==> config.mk <==
export PLATFORM = sky130hd
export DESIGN_NAME = stld_overlap_table
export DESIGN_NICKNAME = d
export VERILOG_FILES = /design/src/rtl/stld_pkg.sv /design/src/rtl/stld_pair_cmp.sv /design/src/rtl/stld_store_table.sv /design/src/rtl/stld_overlap_table.sv
export SDC_FILE = /design/constraint.sdc
export NUM_CORES = 1
export LEC_CHECK = 0
export ABC_AREA = 0
export ABC_CLOCK_PERIOD_IN_PS = 3850
export BUFFER_PORTS_ARGS = -buffer_cell sky130_fd_sc_hd__buf_2
export CAP_MARGIN = 20
export CORE_UTILIZATION = 50
export DETAILED_ROUTE_END_ITERATION = 12
export PLACE_DENSITY = 0.67
export SLEW_MARGIN = 15
export SYNTH_ARGS = -nofsm -noshare
export SYNTH_HDL_FRONTEND = slang
export SYNTH_SLANG_ARGS = --single-unit
==> constraint.sdc <==
create_clock -name clk -period 3.85 [get_ports clk]
set_input_delay 0 -clock clk [delete_from_list [all_inputs] [get_ports clk]]
set_output_delay 0 -clock clk [all_outputs]
set_load 0.03 [all_outputs]
==> src/rtl/stld_pkg.sv <==
package stld_pkg;

   localparam int SZ_W    = 3;
   localparam int BYTES_W = 5;

   typedef enum logic [SZ_W-1:0] {
      ACC_1B  = 3'd0,
      ACC_2B  = 3'd1,
      ACC_4B  = 3'd2,
      ACC_8B  = 3'd3,
      ACC_16B = 3'd4
   } acc_size_e;

   // Byte count of a size code; any code above the largest saturates to 16.
   function automatic logic [BYTES_W-1:0] size_bytes(input logic [SZ_W-1:0] code);
      case (acc_size_e'(code))
         ACC_1B:  size_bytes = 5'd1;
         ACC_2B:  size_bytes = 5'd2;
         ACC_4B:  size_bytes = 5'd4;
         ACC_8B:  size_bytes = 5'd8;
         default: size_bytes = 5'd16;
      endcase
   endfunction

endpackage

==> src/rtl/stld_pair_cmp.sv <==
module stld_pair_cmp
   import stld_pkg::*;
#(
   parameter int OFF_W = 16,
   parameter int REG_W = 5
) (
   input  logic [SZ_W-1:0]  st_size,
   input  logic             st_opa_c,
   input  logic [OFF_W-1:0] st_opa,
   input  logic [REG_W-1:0] st_opb,
   input  logic [SZ_W-1:0]  ld_size,
   input  logic             ld_opa_c,
   input  logic [OFF_W-1:0] ld_opa,
   input  logic [REG_W-1:0] ld_opb,
   output logic             match_o
);

   localparam int SUM_W = OFF_W + 1;

   logic             base_eq;
   logic             first_eq;
   logic             same_order;
   logic             swapped;
   logic             range_hit;
   logic [SUM_W-1:0] st_end;
   logic [SUM_W-1:0] ld_end;

   assign base_eq = (st_opb == ld_opb);

   // A register operand is compared on its identifier bits only.
   always_comb begin
      if (st_opa_c != ld_opa_c)
         first_eq = 1'b0;
      else if (st_opa_c)
         first_eq = (st_opa == ld_opa);
      else
         first_eq = (st_opa[REG_W-1:0] == ld_opa[REG_W-1:0]);
   end

   assign same_order = first_eq && base_eq;

   assign swapped = !st_opa_c && !ld_opa_c &&
                    (ld_opa[REG_W-1:0] == st_opb) &&
                    (st_opa[REG_W-1:0] == ld_opb);

   assign st_end = {1'b0, st_opa} + SUM_W'(size_bytes(st_size));
   assign ld_end = {1'b0, ld_opa} + SUM_W'(size_bytes(ld_size));

   always_comb begin
      range_hit = 1'b0;
      if (st_opa_c && ld_opa_c && base_eq) begin
         if (st_opa < ld_opa)
            range_hit = (st_end > {1'b0, ld_opa});
         else
            range_hit = (ld_end > {1'b0, st_opa});
      end
   end

   assign match_o = same_order || swapped || range_hit;

endmodule

==> src/rtl/stld_store_table.sv <==
module stld_store_table
   import stld_pkg::*;
#(
   parameter int DEPTH = 4,
   parameter int OFF_W = 16,
   parameter int REG_W = 5,
   parameter int CNT_W = $clog2(DEPTH + 1)
) (
   input  logic                        clk,
   input  logic                        rst_n,
   input  logic                        clr_i,
   input  logic                        push_i,
   input  logic [SZ_W-1:0]             w_size_i,
   input  logic                        w_opa_c_i,
   input  logic [OFF_W-1:0]            w_opa_i,
   input  logic [REG_W-1:0]            w_opb_i,
   output logic [DEPTH-1:0][SZ_W-1:0]  e_size_o,
   output logic [DEPTH-1:0]            e_opa_c_o,
   output logic [DEPTH-1:0][OFF_W-1:0] e_opa_o,
   output logic [DEPTH-1:0][REG_W-1:0] e_opb_o,
   output logic [DEPTH-1:0]            e_vld_o,
   output logic [CNT_W-1:0]            count_o,
   output logic                        ovf_o
);

   localparam logic [CNT_W-1:0] FULL_CNT = CNT_W'(DEPTH);

   logic [CNT_W-1:0] cnt_q;
   logic             ovf_q;
   logic             is_full;
   logic             take;

   logic [SZ_W-1:0]  size_q [DEPTH];
   logic             opa_c_q [DEPTH];
   logic [OFF_W-1:0] opa_q [DEPTH];
   logic [REG_W-1:0] opb_q [DEPTH];

   assign is_full = (cnt_q == FULL_CNT);
   assign take    = push_i && !clr_i && !is_full;

   always_ff @(posedge clk or negedge rst_n) begin
      if (!rst_n)
         cnt_q <= '0;
      else if (clr_i)
         cnt_q <= '0;
      else if (take)
         cnt_q <= cnt_q + 1'b1;
   end

   always_ff @(posedge clk or negedge rst_n) begin
      if (!rst_n)
         ovf_q <= 1'b0;
      else if (clr_i)
         ovf_q <= 1'b0;
      else if (push_i && is_full)
         ovf_q <= 1'b1;
   end

   always_ff @(posedge clk or negedge rst_n) begin
      if (!rst_n) begin
         for (int i = 0; i < DEPTH; i++) begin
            size_q[i]  <= '0;
            opa_c_q[i] <= 1'b0;
            opa_q[i]   <= '0;
            opb_q[i]   <= '0;
         end
      end else if (take) begin
         for (int i = 0; i < DEPTH; i++) begin
            if (cnt_q == CNT_W'(i)) begin
               size_q[i]  <= w_size_i;
               opa_c_q[i] <= w_opa_c_i;
               opa_q[i]   <= w_opa_i;
               opb_q[i]   <= w_opb_i;
            end
         end
      end
   end

   for (genvar g = 0; g < DEPTH; g++) begin : g_slot
      assign e_size_o[g]  = size_q[g];
      assign e_opa_c_o[g] = opa_c_q[g];
      assign e_opa_o[g]   = opa_q[g];
      assign e_opb_o[g]   = opb_q[g];
      assign e_vld_o[g]   = (cnt_q > CNT_W'(g));
   end

   assign count_o = cnt_q;
   assign ovf_o   = ovf_q;

   // a clear leaves an empty table and no overflow
   p_clear_empties_r7: assert property (@(posedge clk) disable iff (!rst_n)
      clr_i |=> (cnt_q == '0) && !ovf_q);

   // an accepted store grows the count by exactly one
   p_push_grows_r6: assert property (@(posedge clk) disable iff (!rst_n)
      take |=> cnt_q == CNT_W'($past(cnt_q) + 1'b1));

   // a store into a full table is dropped and flagged
   p_full_drops_r8: assert property (@(posedge clk) disable iff (!rst_n)
      (push_i && !clr_i && is_full) |=> ovf_q && (cnt_q == FULL_CNT));

   // the count never exceeds the table depth
   p_count_bound_r6: assert property (@(posedge clk) disable iff (!rst_n)
      cnt_q <= FULL_CNT);

endmodule

==> src/rtl/stld_overlap_table.sv <==
module stld_overlap_table
   import stld_pkg::*;
#(
   parameter int DEPTH = 4,
   parameter int OFF_W = 16,
   parameter int REG_W = 5,
   parameter int CNT_W = $clog2(DEPTH + 1)
) (
   input  logic             clk,
   input  logic             rst_n,
   input  logic             grp_end_i,
   input  logic             st_push_i,
   input  logic [2:0]       st_size_i,
   input  logic             st_opa_const_i,
   input  logic [OFF_W-1:0] st_opa_i,
   input  logic [REG_W-1:0] st_opb_i,
   input  logic [2:0]       ld_size_i,
   input  logic             ld_opa_const_i,
   input  logic [OFF_W-1:0] ld_opa_i,
   input  logic [REG_W-1:0] ld_opb_i,
   output logic             hit_o,
   output logic [CNT_W-1:0] fill_o,
   output logic             overflow_o
);

   if (DEPTH < 1) begin : g_bad_depth
      $error("stld_overlap_table: DEPTH must be at least 1");
   end
   if (REG_W > OFF_W) begin : g_bad_reg_w
      $error("stld_overlap_table: REG_W must not exceed OFF_W");
   end
   if (CNT_W < $clog2(DEPTH + 1)) begin : g_bad_cnt_w
      $error("stld_overlap_table: CNT_W too narrow for DEPTH");
   end

   logic [DEPTH-1:0][SZ_W-1:0]  e_size;
   logic [DEPTH-1:0]            e_opa_c;
   logic [DEPTH-1:0][OFF_W-1:0] e_opa;
   logic [DEPTH-1:0][REG_W-1:0] e_opb;
   logic [DEPTH-1:0]            e_vld;
   logic [DEPTH-1:0]            lane_hit;

   stld_store_table #(
      .DEPTH (DEPTH),
      .OFF_W (OFF_W),
      .REG_W (REG_W),
      .CNT_W (CNT_W)
   ) u_table (
      .clk       (clk),
      .rst_n     (rst_n),
      .clr_i     (grp_end_i),
      .push_i    (st_push_i),
      .w_size_i  (st_size_i),
      .w_opa_c_i (st_opa_const_i),
      .w_opa_i   (st_opa_i),
      .w_opb_i   (st_opb_i),
      .e_size_o  (e_size),
      .e_opa_c_o (e_opa_c),
      .e_opa_o   (e_opa),
      .e_opb_o   (e_opb),
      .e_vld_o   (e_vld),
      .count_o   (fill_o),
      .ovf_o     (overflow_o)
   );

   for (genvar g = 0; g < DEPTH; g++) begin : g_lane
      stld_pair_cmp #(
         .OFF_W (OFF_W),
         .REG_W (REG_W)
      ) u_cmp (
         .st_size  (e_size[g]),
         .st_opa_c (e_opa_c[g]),
         .st_opa   (e_opa[g]),
         .st_opb   (e_opb[g]),
         .ld_size  (ld_size_i),
         .ld_opa_c (ld_opa_const_i),
         .ld_opa   (ld_opa_i),
         .ld_opb   (ld_opb_i),
         .match_o  (lane_hit[g])
      );
   end

   assign hit_o = |(lane_hit & e_vld);

   // an empty table never reports a conflict
   p_empty_no_hit_r5: assert property (@(posedge clk) disable iff (!rst_n)
      (fill_o == '0) |-> !hit_o);

endmodule

* Yosys cells after proc, flatten, opt, wreduce, memory -nomap -nowiden
Cells that the tools add are included.
Storage, ports and cells: input port bits 54, word-level logic and storage cells 164, register bits 104
Cells by class: muxes and demuxes 25, add/sub/neg operators 6, eq/ne operators 43, $lt $le $gt $ge 16, bitwise operators 1, reductions and logical operators 55
Operator list (count):
- greater-than comparator 17 x 16 -> 1 bit | 8
- case mux 5 bit (4 select lines) | 5
- adder 16 x 5 -> 17 bit | 5
- == test 5 bit | 16
- == test 16 bit | 4
- < comparator 16 bit | 4
- == test 3 x 2 -> 1 bit, second input constant | 12
- logical AND 1 bit | 27
- == test 3 x 1 -> 1 bit, second input constant | 6
- zero test 3 bit | 6
- 2-to-1 mux 1 bit | 18
- logical OR 1 bit | 8
- AND reduction 2 bit | 4
- zero test 1 bit | 7
- greater-than comparator 3 x 1 -> 1 bit, second input constant | 2
- greater-than comparator 3 x 2 -> 1 bit, second input constant | 2
- 2-to-1 mux 3 bit | 2
- AND 4 bit | 1
- inequality test 1 bit | 4
- nonzero test 2 bit | 2
- OR reduction 4 bit | 1
- adder 3 x 1 -> 3 bit, second input constant | 1
- == test 3 bit, second input constant | 1

* Depth between registers and ports, before layout
Gate-level depths: netlist of the first run.
depth in word-level cells 9, depth in mapped cells 20, gate-level depth less buffers 20

* Cells and area by module
From an unflattened synthesis of the first run, not the netlist that was laid out.
Unflattened totals: cell total of the unflattened synthesis 1423, area, all modules 13370.3 um^2
Modules (own cells, without submodules):
- stld_pair_cmp (g_lane[2].u_cmp ...) | seq. area each 0.0 um^2, cells each 290, area an instance 2239.6 um^2, times used 2
- stld_store_table | seq. area each 2602.5 um^2, cells each 246, area an instance 4429.2 um^2, times used 1
- stld_pair_cmp (g_lane[1].u_cmp) | seq. area each 0.0 um^2, cells each 296, area an instance 2242.2 um^2, times used 1
- stld_pair_cmp (g_lane[0].u_cmp) | seq. area each 0.0 um^2, cells each 298, area an instance 2200.9 um^2, times used 1
- stld_overlap_table | seq. area each 0.0 um^2, cells each 3, area an instance 18.8 um^2, times used 1

* Worst setup path before layout of the first run
Ideal clock, no wire load.
path type register to output, start register u_table.size_q (netlist bit u_table.e_size_o[2]), end output port hit_o, arrival time 4166 ps, slack -316 ps, cell stages (with the launch flop) 19, required time 3850 ps, path buffers 0, path through dfrtp_1 nor3_1 ha_1 inv_1 fa_1 nor2b_1 o21ai_1 a21oi_1 nand3_1 xnor2_1 ha_1 nand3_2 or4_4 o32ai_2 a31oi_1 a311oi_1 a311oi_1 a2111oi_2 nand4b_1
Between the ends: longest elaborated chain between the ends 9
RTL lines:
- from (decl) | RTL line stld_store_table.sv:33 | logic [SZ_W-1:0] size_q [DEPTH];
- from (signal, indexed assignment) | RTL line stld_store_table.sv:70 | size_q[i] <= w_size_i;
- == test 3 x 2 -> 1 bit, or another cell as far along | RTL line stld_pkg.sv:16 | case (acc_size_e'(code))
- case mux 5 bit (4 select lines) (*) | RTL line stld_pkg.sv:16
- adder 16 x 5 -> 17 bit (*) | RTL line stld_pair_cmp.sv:46 | assign st_end = {1'b0, st_opa} + SUM_W'(size_bytes(st_size));
- greater-than comparator 17 x 16 -> 1 bit (*) | RTL line stld_pair_cmp.sv:53 | range_hit = (st_end > {1'b0, ld_opa});
- 2-to-1 mux 1 bit (*) | RTL line stld_pair_cmp.sv:52 | if (st_opa < ld_opa)
- 2-to-1 mux 1 bit (*) | RTL line stld_pair_cmp.sv:51 | if (st_opa_c && ld_opa_c && base_eq) begin
- logical OR 1 bit (*) | RTL line stld_pair_cmp.sv:59 | assign match_o = same_order || swapped || range_hit;
- AND 4 bit (*) | RTL line stld_overlap_table.sv:83 | assign hit_o = |(lane_hit & e_vld);
- OR reduction 4 bit (*) | RTL line stld_overlap_table.sv:83
- to (decl) | RTL line stld_overlap_table.sv:21 | output logic hit_o,
Mark *: on every way between the ends. The rest lies on a longest branch, timed or not.

* Final worst setup path of the first run
start register u_table.size_q (netlist bit u_table.e_size_o[1]), end output port hit_o
Same word-level chain as after synthesis.

==> impl_metrics.env, run 1 <==
export IMPL_synth_area_per_cell_um2=8.63
export IMPL_finClkSkew_ns=0.00743
export IMPL_grt_pass1_vias=9996
export IMPL_synth_top_flop_cell="dfrtp_1"
export IMPL_yosysMostFrequentCell="ha_1"
export IMPL_slew_viol_final=0
export IMPL_rows=54
export IMPL_drt_total_wl_um=35500
export IMPL_nFillCells=1925
export IMPL_r2r_end="u_table.e_opa_o[51]"
export IMPL_clock_path_buffers=2
export IMPL_numClockSinks=104
export IMPL_synth_area_top_cells="ha_1 26%, dfrtp_1 23%, xnor2_1 7.8%, inv_1 3.7%, nand2_1 3.7%"
export IMPL_multi_input_area_um2=8050
export IMPL_synth_distinct_cells=62
export IMPL_holdPathStages=2
export IMPL_period_share_pct=122
export IMPL_reg2reg_depth=5
export IMPL_gp_congestion=0.955
export IMPL_startpoint_type="register"
export IMPL_r2r_slack_ns=1.42
export IMPL_ir_drop_mv=0.368
export IMPL_start_util_pct=51.1
export IMPL_layout_drive_gt1_share_pct=16.3
export IMPL_max_cap_viol_count=0
export IMPL_layout_nets=1777
export IMPL_rsz0062_at_grt="yes"
export IMPL_detail_route_antenna_nets=0
export IMPL_final_area_um2=13300
export IMPL_gr_total_overflow=0
export IMPL_fin_tns_setup_ns=-0.845
export IMPL_clk_latency_ns=0.36
export IMPL_cp_max_fo=5
export IMPL_cts_root_buffer="clkbuf_16"
export IMPL_die_area_um2=22900
export IMPL_grt_max_degree=44
export IMPL_worstPathRequired_ns=3.85
export IMPL_synthToLayoutAreaGrowth_pct=19.1
export IMPL_hold_violations=0
export IMPL_drtIter0Drc=752
export IMPL_htree_levels=3
export IMPL_synth_warnings=0
export IMPL_seq_area_um2=2600
export IMPL_syn_cell_area_um2=11200
export IMPL_worst_hold_slack_ns=0.0263
export IMPL_pin_count=59
export IMPL_crit_path_end="hit_o"
export IMPL_setup_viol=1
export IMPL_hpwl_um=27900
export IMPL_worstSetupStartpoint="u_table.e_size_o[1]"
export IMPL_ys_ff_latch=104
export IMPL_grt_first_pass_wirelength_um=54800
export IMPL_synth_top_area_cell="ha_1"
export IMPL_track_usage_pct=32.4
export IMPL_min_period_ns=4.70
export IMPL_fin_cells=1773
export IMPL_p_leak_nw=6.46
export IMPL_die_height_um=151
export IMPL_core_um2=21800
export IMPL_worstPathArrival_ns=4.70
export IMPL_yosysSeqAreaShare_pct=23.3
export IMPL_p_per_area_nw_per_um2=604
export IMPL_relSlewSlack_pct=25.7
export IMPL_portBuffers=58
export IMPL_firstDrtPassIters=5
export IMPL_cts_made_buffers=9
export IMPL_vias=10300
export IMPL_synth_top_cell_area_share_pct=25.8
export IMPL_status="complete, but fails checks"
export IMPL_synth_cells=1294
export IMPL_vias_per_cell=5.83
export IMPL_dp_cells=1728
export IMPL_dpl_instance_area_um2=12700
export IMPL_critPathKind="reg -> out"
export IMPL_die_width_um=151
export IMPL_syn_num_nets=1583
export IMPL_hp_class="in -> reg"
export IMPL_fin_total_pwr_mw=8.03
export IMPL_end_kind="output port"
export IMPL_cts_tree="yes"
export IMPL_fmax_ghz=0.213
export IMPL_n_antenna_cell=0
export IMPL_violations="setup timing"
export IMPL_synth_common_cells="230 x ha_1, 111 x inv_1, 111 x nand2_1"
export IMPL_rr_startpoint="u_table.count_o[2]"
export IMPL_synth_edff_count=0
export IMPL_fin_ws_ns=-0.845
export IMPL_tightest_slew_ns=1.11
export IMPL_synthArstFlopShare_pct=100
export IMPL_clk_pin_slew_ns=0.08
export IMPL_grt_antenna_before_repair=1
export IMPL_drc=0
export IMPL_wl_per_cell_um=20.0
[worst max-delay path: stages, from the launching register on]
cell	delay, ns
dfrtp_1	0.42
nor3_2	0.19
ha_2	0.20
inv_1	0.05
fa_2	0.34
nor2b_2	0.12
o21ai_2	0.07
a21oi_2	0.20
buf_4	0.16
nand3_1	0.08
xnor2_1	0.14
ha_1	0.29
nand3_2	0.08
or4_4	0.55
o32ai_2	0.21
a31oi_1	0.08
a311oi_2	0.29
a311oi_2	0.11
a2111oi_2	0.23
nand4b_1	0.27
buf_6	0.23
[placed cells by master (no fill, tap or decap), drive strengths merged, types with 11 or more instances in the layout]
master | synthesis | routed
a211oi | 11 | 11
a21o | 36 | 36
a21oi | 76 | 76
and3 | 11 | 11
buf | 0 | 187
clkbuf | 30 | 11
dfrtp | 104 | 104
dlygate4sd3 | 0 | 26
ha | 230 | 230
inv | 123 | 125
mux2 | 32 | 32
nand2 | 111 | 111
nand3 | 54 | 54
nand4 | 39 | 39
nor2 | 56 | 56
nor2b | 17 | 17
nor3 | 23 | 23
nor4 | 12 | 12
o21ai | 100 | 100
xnor2 | 100 | 100
xor2 | 30 | 30
[layer usage]
layer | routed length, um | GRT usage [%] | vias up | part of all wire [%]
met2 | 16500 | 53.7 | 322 | 46
met4 | 1010 | 11.3 | 0 | 2.8
met1 | 15600 | 43.3 | 4931 | 44
met3 | 2400 | 3.58 | 68 | 6.8
met5 | 0 | 0 | - | 0
li1 | - | - | 5007 | -
[worst min path at each step]
| stage | end | from |
|---|---|---|
| 6_report | u_table.e_size_o[5] | st_size_i[2] |
| 5_1_grt | u_table.e_size_o[2] | st_size_i[2] |
| 4_1_cts | u_table.e_size_o[4] | st_size_i[1] |
| 3_5_place_dp | u_table.e_opb_o[15] | rst_n |
| 3_3_place_gp | u_table.e_opb_o[15] | rst_n |
| 2_1_floorplan | u_table.count_o[0] | rst_n |
[sequential cells by signal, summed over array words and instances, names as in the netlist]
signal	flops
u_table.e_size_o	12
u_table.ovf_o	1
u_table.count_o	3
u_table.e_opb_o	20
u_table.e_opa_c_o	4
u_table.e_opa_o	64
[per-stage QoR]
stage / util [%] / setup slack (ns)
4_1_cts: 60.7 / -0.793
5_1_grt: 60.9 / -1.03
3_5_place_dp: 58.0 / -0.553
6_report: 60.9 / -0.845
2_1_floorplan: - / 0.0187
3_3_place_gp: 58.0 / -0.471
[cells by family (layout without fill, tap and decap cells)]
family,Yosys count,in the layout,share of synthesized area (%)
multiplexers,32,32,3.23
flip-flops,104,104,23.3
XOR/XNOR,130,130,10.2
AO/OA/AOI/OAI,274,274,15.0
buffers and inverters,154,353,5.19
AND/OR/NAND/NOR,365,365,16.4
adder cells (fa/ha/maj),235,235,26.7
[final cells by class]
type                       count  share of cell area (%)
multi-input combinational   1036                    60.5
clock buffer                  11                    1.90
timing repair buffer         213                    11.5
sequential                   104                    19.6
tap                          280                    2.64
inverter                     124                    3.51
clock inverter                 5                   0.348
[power by group]
group,internal [mW],switching (mW),total [mW]
clock,0.486,0.475,0.962
sequential,1.48,0.454,1.93
combinational,2.45,2.68,5.14
total,4.42,3.61,8.03
[what timing repair did]
item | 4_1_cts | 5_1_grt
setup buffers | 2 | 1
setup endpoints to repair | 1 | 1
endpoints found under the hold margin | 111 | 0
hold buffers | 26 | 0
pin swaps | 2 | 3
resized for setup | 4 | 9
Power figures use the tool's default switching activity.
==> run 2: changes to the inputs <==
Settings changed: PLACE_DENSITY 0.67 to 0.75.
==> impl_metrics.env, run 2 (synthesis results as in run 1) <==
export IMPL_status="complete, but fails checks"
export IMPL_violations="setup timing"
export IMPL_die_width_um=151
export IMPL_cp_max_fo=4
export IMPL_final_cell_mix="228 x ha_1, 129 x buf_4, 111 x inv_1, 111 x nand2_1, 102 x dfrtp_1"
export IMPL_fin_ws_ns=-0.758
export IMPL_p_comb_share_pct=64.4
export IMPL_detail_route_antenna_nets=0
export IMPL_die_area_um2=22900
export IMPL_cts_made_buffers=9
export IMPL_cts_tree="yes"
export IMPL_drc=0
export IMPL_layout_commonest_cell="ha_1"
export IMPL_pin_count=59
export IMPL_relSlewSlack_pct=43.3
export IMPL_rsz0062_at_grt="yes"
export IMPL_max_cap_viol_count=0
export IMPL_vias=10700
export IMPL_grt_pass1_vias=10500
export IMPL_fmax_ghz=0.217
export IMPL_min_period_ns=4.61
export IMPL_p_leak_nw=6.51
export IMPL_numClockSinks=104
export IMPL_core_um2=21800
export IMPL_layout_nets=1779
export IMPL_rr_startpoint="u_table.count_o[2]"
export IMPL_vias_per_cell=6.01
export IMPL_p_int_mw=4.53
export IMPL_fin_total_pwr_mw=8.32
export IMPL_dpl_instance_area_um2=12600
export IMPL_period_share_pct=120
export IMPL_start_util_pct=51.1
export IMPL_grt_max_degree=44
export IMPL_worstPathRequired_ns=3.85
export IMPL_clock_path_buffers=2
export IMPL_portBuffers=58
export IMPL_critPathKind="reg -> out"
export IMPL_end_kind="output port"
export IMPL_track_usage_pct=32.6
export IMPL_gr_total_overflow=0
export IMPL_largest_reg_flops=64
export IMPL_place_ws_ns=-0.507
export IMPL_clk_pin_slew_ns=0.09
export IMPL_p_per_area_nw_per_um2=621
export IMPL_cts_root_buffer="clkbuf_16"
export IMPL_die_height_um=151
export IMPL_rows=54
export IMPL_drt_total_wl_um=35700
export IMPL_gp_congestion=0.950
export IMPL_switching_share_pct=45.6
export IMPL_synthToLayoutAreaGrowth_pct=20.1
export IMPL_wl_per_cell_um=20.1
export IMPL_fin_tns_setup_ns=-0.758
export IMPL_hp_class="in -> reg"
export IMPL_seqPwrFrac_pct=23.3
export IMPL_finClkSkew_ns=0.0155
export IMPL_clk_latency_ns=0.38
export IMPL_slew_viol_final=0
export IMPL_worstHoldStart="st_size_i[1]"
export IMPL_final_area_um2=13400
export IMPL_p_sw_mw=3.80
export IMPL_hpwl_um=27700
export IMPL_n_antenna_cell=0
export IMPL_startpoint_type="register"
export IMPL_grt_first_pass_wirelength_um=56000
export IMPL_htree_levels=3
export IMPL_setup_viol=1
export IMPL_clock_power_share_pct=12.4
export IMPL_tightest_slew_ns=0.829
export IMPL_grt_antenna_before_repair=1
export IMPL_layout_drive_gt1_share_pct=17.5
export IMPL_drtIter0Drc=903
export IMPL_firstDrtPassIters=6
export IMPL_worstPathArrival_ns=4.61
export IMPL_ir_drop_mv=0.377
export IMPL_worstSetupStartpoint="u_table.e_size_o[9]"
export IMPL_hold_violations=0
run 2: worst paths after layout:
kind,endpoint,slack [ns],cells after the start
max,hit_o,-0.76,20
min,u_table.e_size_o[7],0.02,2
max reg2reg,u_table.e_opb_o[12],1.49,4
min reg2reg,u_table.ovf_o,0.49,2
max in group asynchronous,u_table.e_opa_o[10],2.81,3
min in group asynchronous,u_table.e_opa_o[16],0.08,2
run 2: area by class of cell:
cell class | instances | area [um^2]
fillers | 1810 | 8420
multi-input cells | 1036 | 8120
flip-flops and latches | 104 | 2610
repair buffers | 215 | 1550
inverters | 124 | 467
well taps | 280 | 350
clock buffers | 9 | 225
clock inverters | 7 | 86.3
run 2: power by group through the flow:
stage,Combinational (mW),Sequential (mW),Clock [mW]
finish,5.36,1.94,1.03
global route,5.98,1.99,1.06
CTS,5.17,1.92,1.02
detailed placement,5.03,1.93,0
global placement,4.81,1.92,0
floorplan,3.35,1.85,0
run 2: metal layers:
metal | up-vias | GRT usage (%) | share of wire [%]
li1 | 5007 | - | -
met1 | 5045 | 41.8 | 40
met2 | 501 | 52.9 | 47
met3 | 111 | 4.67 | 8.1
met4 | 0 | 17.1 | 4.9
met5 | - | 0 | 0
run 2: repair_timing:
action                                  4_1_cts  5_1_grt
endpoints found under the hold margin       123        0
pin swaps                                     5       14
hold buffers                                 28        0
gates resized for setup                      15       20
endpoints found under the setup margin        1        1
buffers inserted                              4        5
run 2: critical path, stage by stage, from the launching register on:
cell,delay (ns)
dfrtp_1,0.46
or3b_4,0.43
inv_1,0.06
ha_1,0.22
a21o_1,0.18
a21oi_2,0.21
o21bai_1,0.14
a21oi_2,0.17
or2_4,0.16
nor2b_1,0.06
xnor2_1,0.13
ha_1,0.30
nand4_1,0.18
nor4_4,0.37
a211oi_2,0.12
a31oi_1,0.23
a311oi_1,0.07
buf_4,0.15
nor4b_2,0.24
nand4b_1,0.20
buf_6,0.15
run 2: through the flow:
stage | instances | utilization, % | hold WS [ns]
6_report | 1775 | 61.4 | 0.0185
5_1_grt | 1775 | 61.4 | 0.0309
4_1_cts | 1770 | 61.0 | 0.0164
3_5_place_dp | 1722 | 57.8 | -0.0501
3_3_place_gp | 1722 | 57.8 | -0.0509
2_1_floorplan | 1294 | - | -0.296
==> run 3: changes to the inputs <==
Settings changed: PLACE_DENSITY 0.75 to 0.78.
==> impl_metrics.env, run 3 (synthesis results as in run 1) <==
export IMPL_status="complete, but fails checks"
export IMPL_violations="setup timing"
export IMPL_layout_nets=1771
export IMPL_fin_total_pwr_mw=8.17
export IMPL_min_period_ns=4.77
export IMPL_cp_max_fo=5
export IMPL_pin_count=59
export IMPL_n_antenna_cell=0
export IMPL_critPathKind="reg -> out"
export IMPL_drtIter0Drc=975
export IMPL_end_kind="output port"
export IMPL_clk_pin_slew_ns=0.09
export IMPL_final_cell_mix="229 x ha_1, 121 x buf_4, 111 x inv_1, 111 x nand2_1, 104 x dfrtp_1"
export IMPL_hpwl_um=27400
export IMPL_worst_hold_slack_ns=0.0253
export IMPL_startpoint_type="register"
export IMPL_largest_reg_flops=64
export IMPL_cts_made_buffers=9
export IMPL_finish_utilization_pct=60.9
export IMPL_worstPathRequired_ns=3.85
export IMPL_fin_cells=1767
export IMPL_track_usage_pct=32.4
export IMPL_vias=10700
export IMPL_grt_first_pass_wirelength_um=56200
export IMPL_clock_path_buffers=2
export IMPL_layout_drive_gt1_share_pct=16.0
export IMPL_start_util_pct=51.1
export IMPL_grt_antenna_before_repair=0
export IMPL_wl_per_cell_um=20.0
export IMPL_numClockSinks=104
export IMPL_fmax_ghz=0.210
export IMPL_htree_levels=3
export IMPL_fin_tns_setup_ns=-0.919
export IMPL_rsz0062_at_grt="yes"
export IMPL_cts_root_buffer="clkbuf_16"
export IMPL_hp_class="in -> reg"
export IMPL_slew_viol_final=0
export IMPL_grt_pass1_vias=10700
export IMPL_firstDrtPassIters=6
export IMPL_final_area_um2=13300
export IMPL_worstPathArrival_ns=4.77
export IMPL_max_cap_viol_count=0
export IMPL_dp_cells=1718
export IMPL_synthToLayoutAreaGrowth_pct=19.1
export IMPL_die_width_um=151
export IMPL_place_ws_ns=-0.691
export IMPL_die_area_um2=22900
export IMPL_setup_viol=1
export IMPL_ir_drop_mv=0.387
export IMPL_p_leak_nw=6.44
export IMPL_grt_max_degree=73
export IMPL_clk_latency_ns=0.38
export IMPL_vias_per_cell=6.06
export IMPL_drc=0
export IMPL_core_um2=21800
export IMPL_gr_total_overflow=0
export IMPL_drt_total_wl_um=35400
export IMPL_tightest_slew_ns=0.935
export IMPL_p_per_area_nw_per_um2=614
export IMPL_detail_route_antenna_nets=0
export IMPL_cts_tree="yes"
export IMPL_relSlewSlack_pct=36.1
export IMPL_dpl_instance_area_um2=12600
export IMPL_hold_violations=0
export IMPL_fin_ws_ns=-0.919
export IMPL_period_share_pct=124
export IMPL_rows=54
export IMPL_layout_commonest_cell="ha_1"
export IMPL_die_height_um=151
export IMPL_portBuffers=58
export IMPL_finClkSkew_ns=0.0174
export IMPL_gp_congestion=0.966
## run 3: worst paths after layout
kind,from,to,slack [ns],cells past startpoint
worst max-delay path,u_table.e_size_o[2],hit_o,-0.92,19
worst min-delay path,st_size_i[2],u_table.e_size_o[5],0.03,2
worst max register to register,u_table.count_o[2],u_table.e_opa_o[6],1.45,5
worst min register to register,u_table.ovf_o,u_table.ovf_o,0.50,2
max in group asynchronous,rst_n,u_table.e_opa_o[42],2.49,3
min in group asynchronous,rst_n,u_table.e_opb_o[10],0.32,2
## run 3: area by class of cell
| type | instances | area, um^2 |
|---|---|---|
| fillers | 1823 | 8530 |
| multi-input cells | 1036 | 8070 |
| well taps | 280 | 350 |
| clock buffers | 9 | 225 |
| clock inverters | 7 | 95.1 |
| flip-flops and latches | 104 | 2600 |
| inverters | 124 | 467 |
| repair buffers | 207 | 1490 |
## run 3: what timing repair did
action,CTS,global route
hold buffers,28,0
gates cloned,0,0
hold endpoints to repair,167,0
setup endpoints to repair,1,1
pin swaps,2,12
buffers inserted,2,3
resized for setup,4,12
## run 3: critical path, cell delays in order, from the launching register on
cell and delay, ns:
dfrtp_1 0.42, nor3_2 0.19, ha_2 0.19, inv_1 0.05
fa_2 0.35, nor2b_2 0.14, o21ai_2 0.08, a21oi_4 0.26
nand3_1 0.13, xnor2_1 0.14, ha_1 0.30, nand3_2 0.09
or4_4 0.55, o32ai_2 0.20, a31oi_1 0.08, a311oi_2 0.35
a311oi_2 0.10, a2111oi_2 0.32, nand4b_1 0.24, buf_6 0.21
## run 3: power by group
part / total (mW) / internal, mW / switching [mW] / leakage [nW]
Combinational: 5.20 / 2.45 / 2.75 / 5.05
Sequential: 1.94 / 1.48 / 0.460 / 1.24
Clock: 1.03 / 0.525 / 0.505 / 0.157
## run 3: routing by layer
metal | wire (um) | vias up | part of all wire [%] | track usage (%)
met5 | 0 | - | 0 | 0
met4 | 1710 | 0 | 4.8 | 15.3
met3 | 2520 | 131 | 7.1 | 3.95
met2 | 16800 | 464 | 47 | 54.1
met1 | 14300 | 5106 | 41 | 41.4
li1 | - | 5005 | - | -
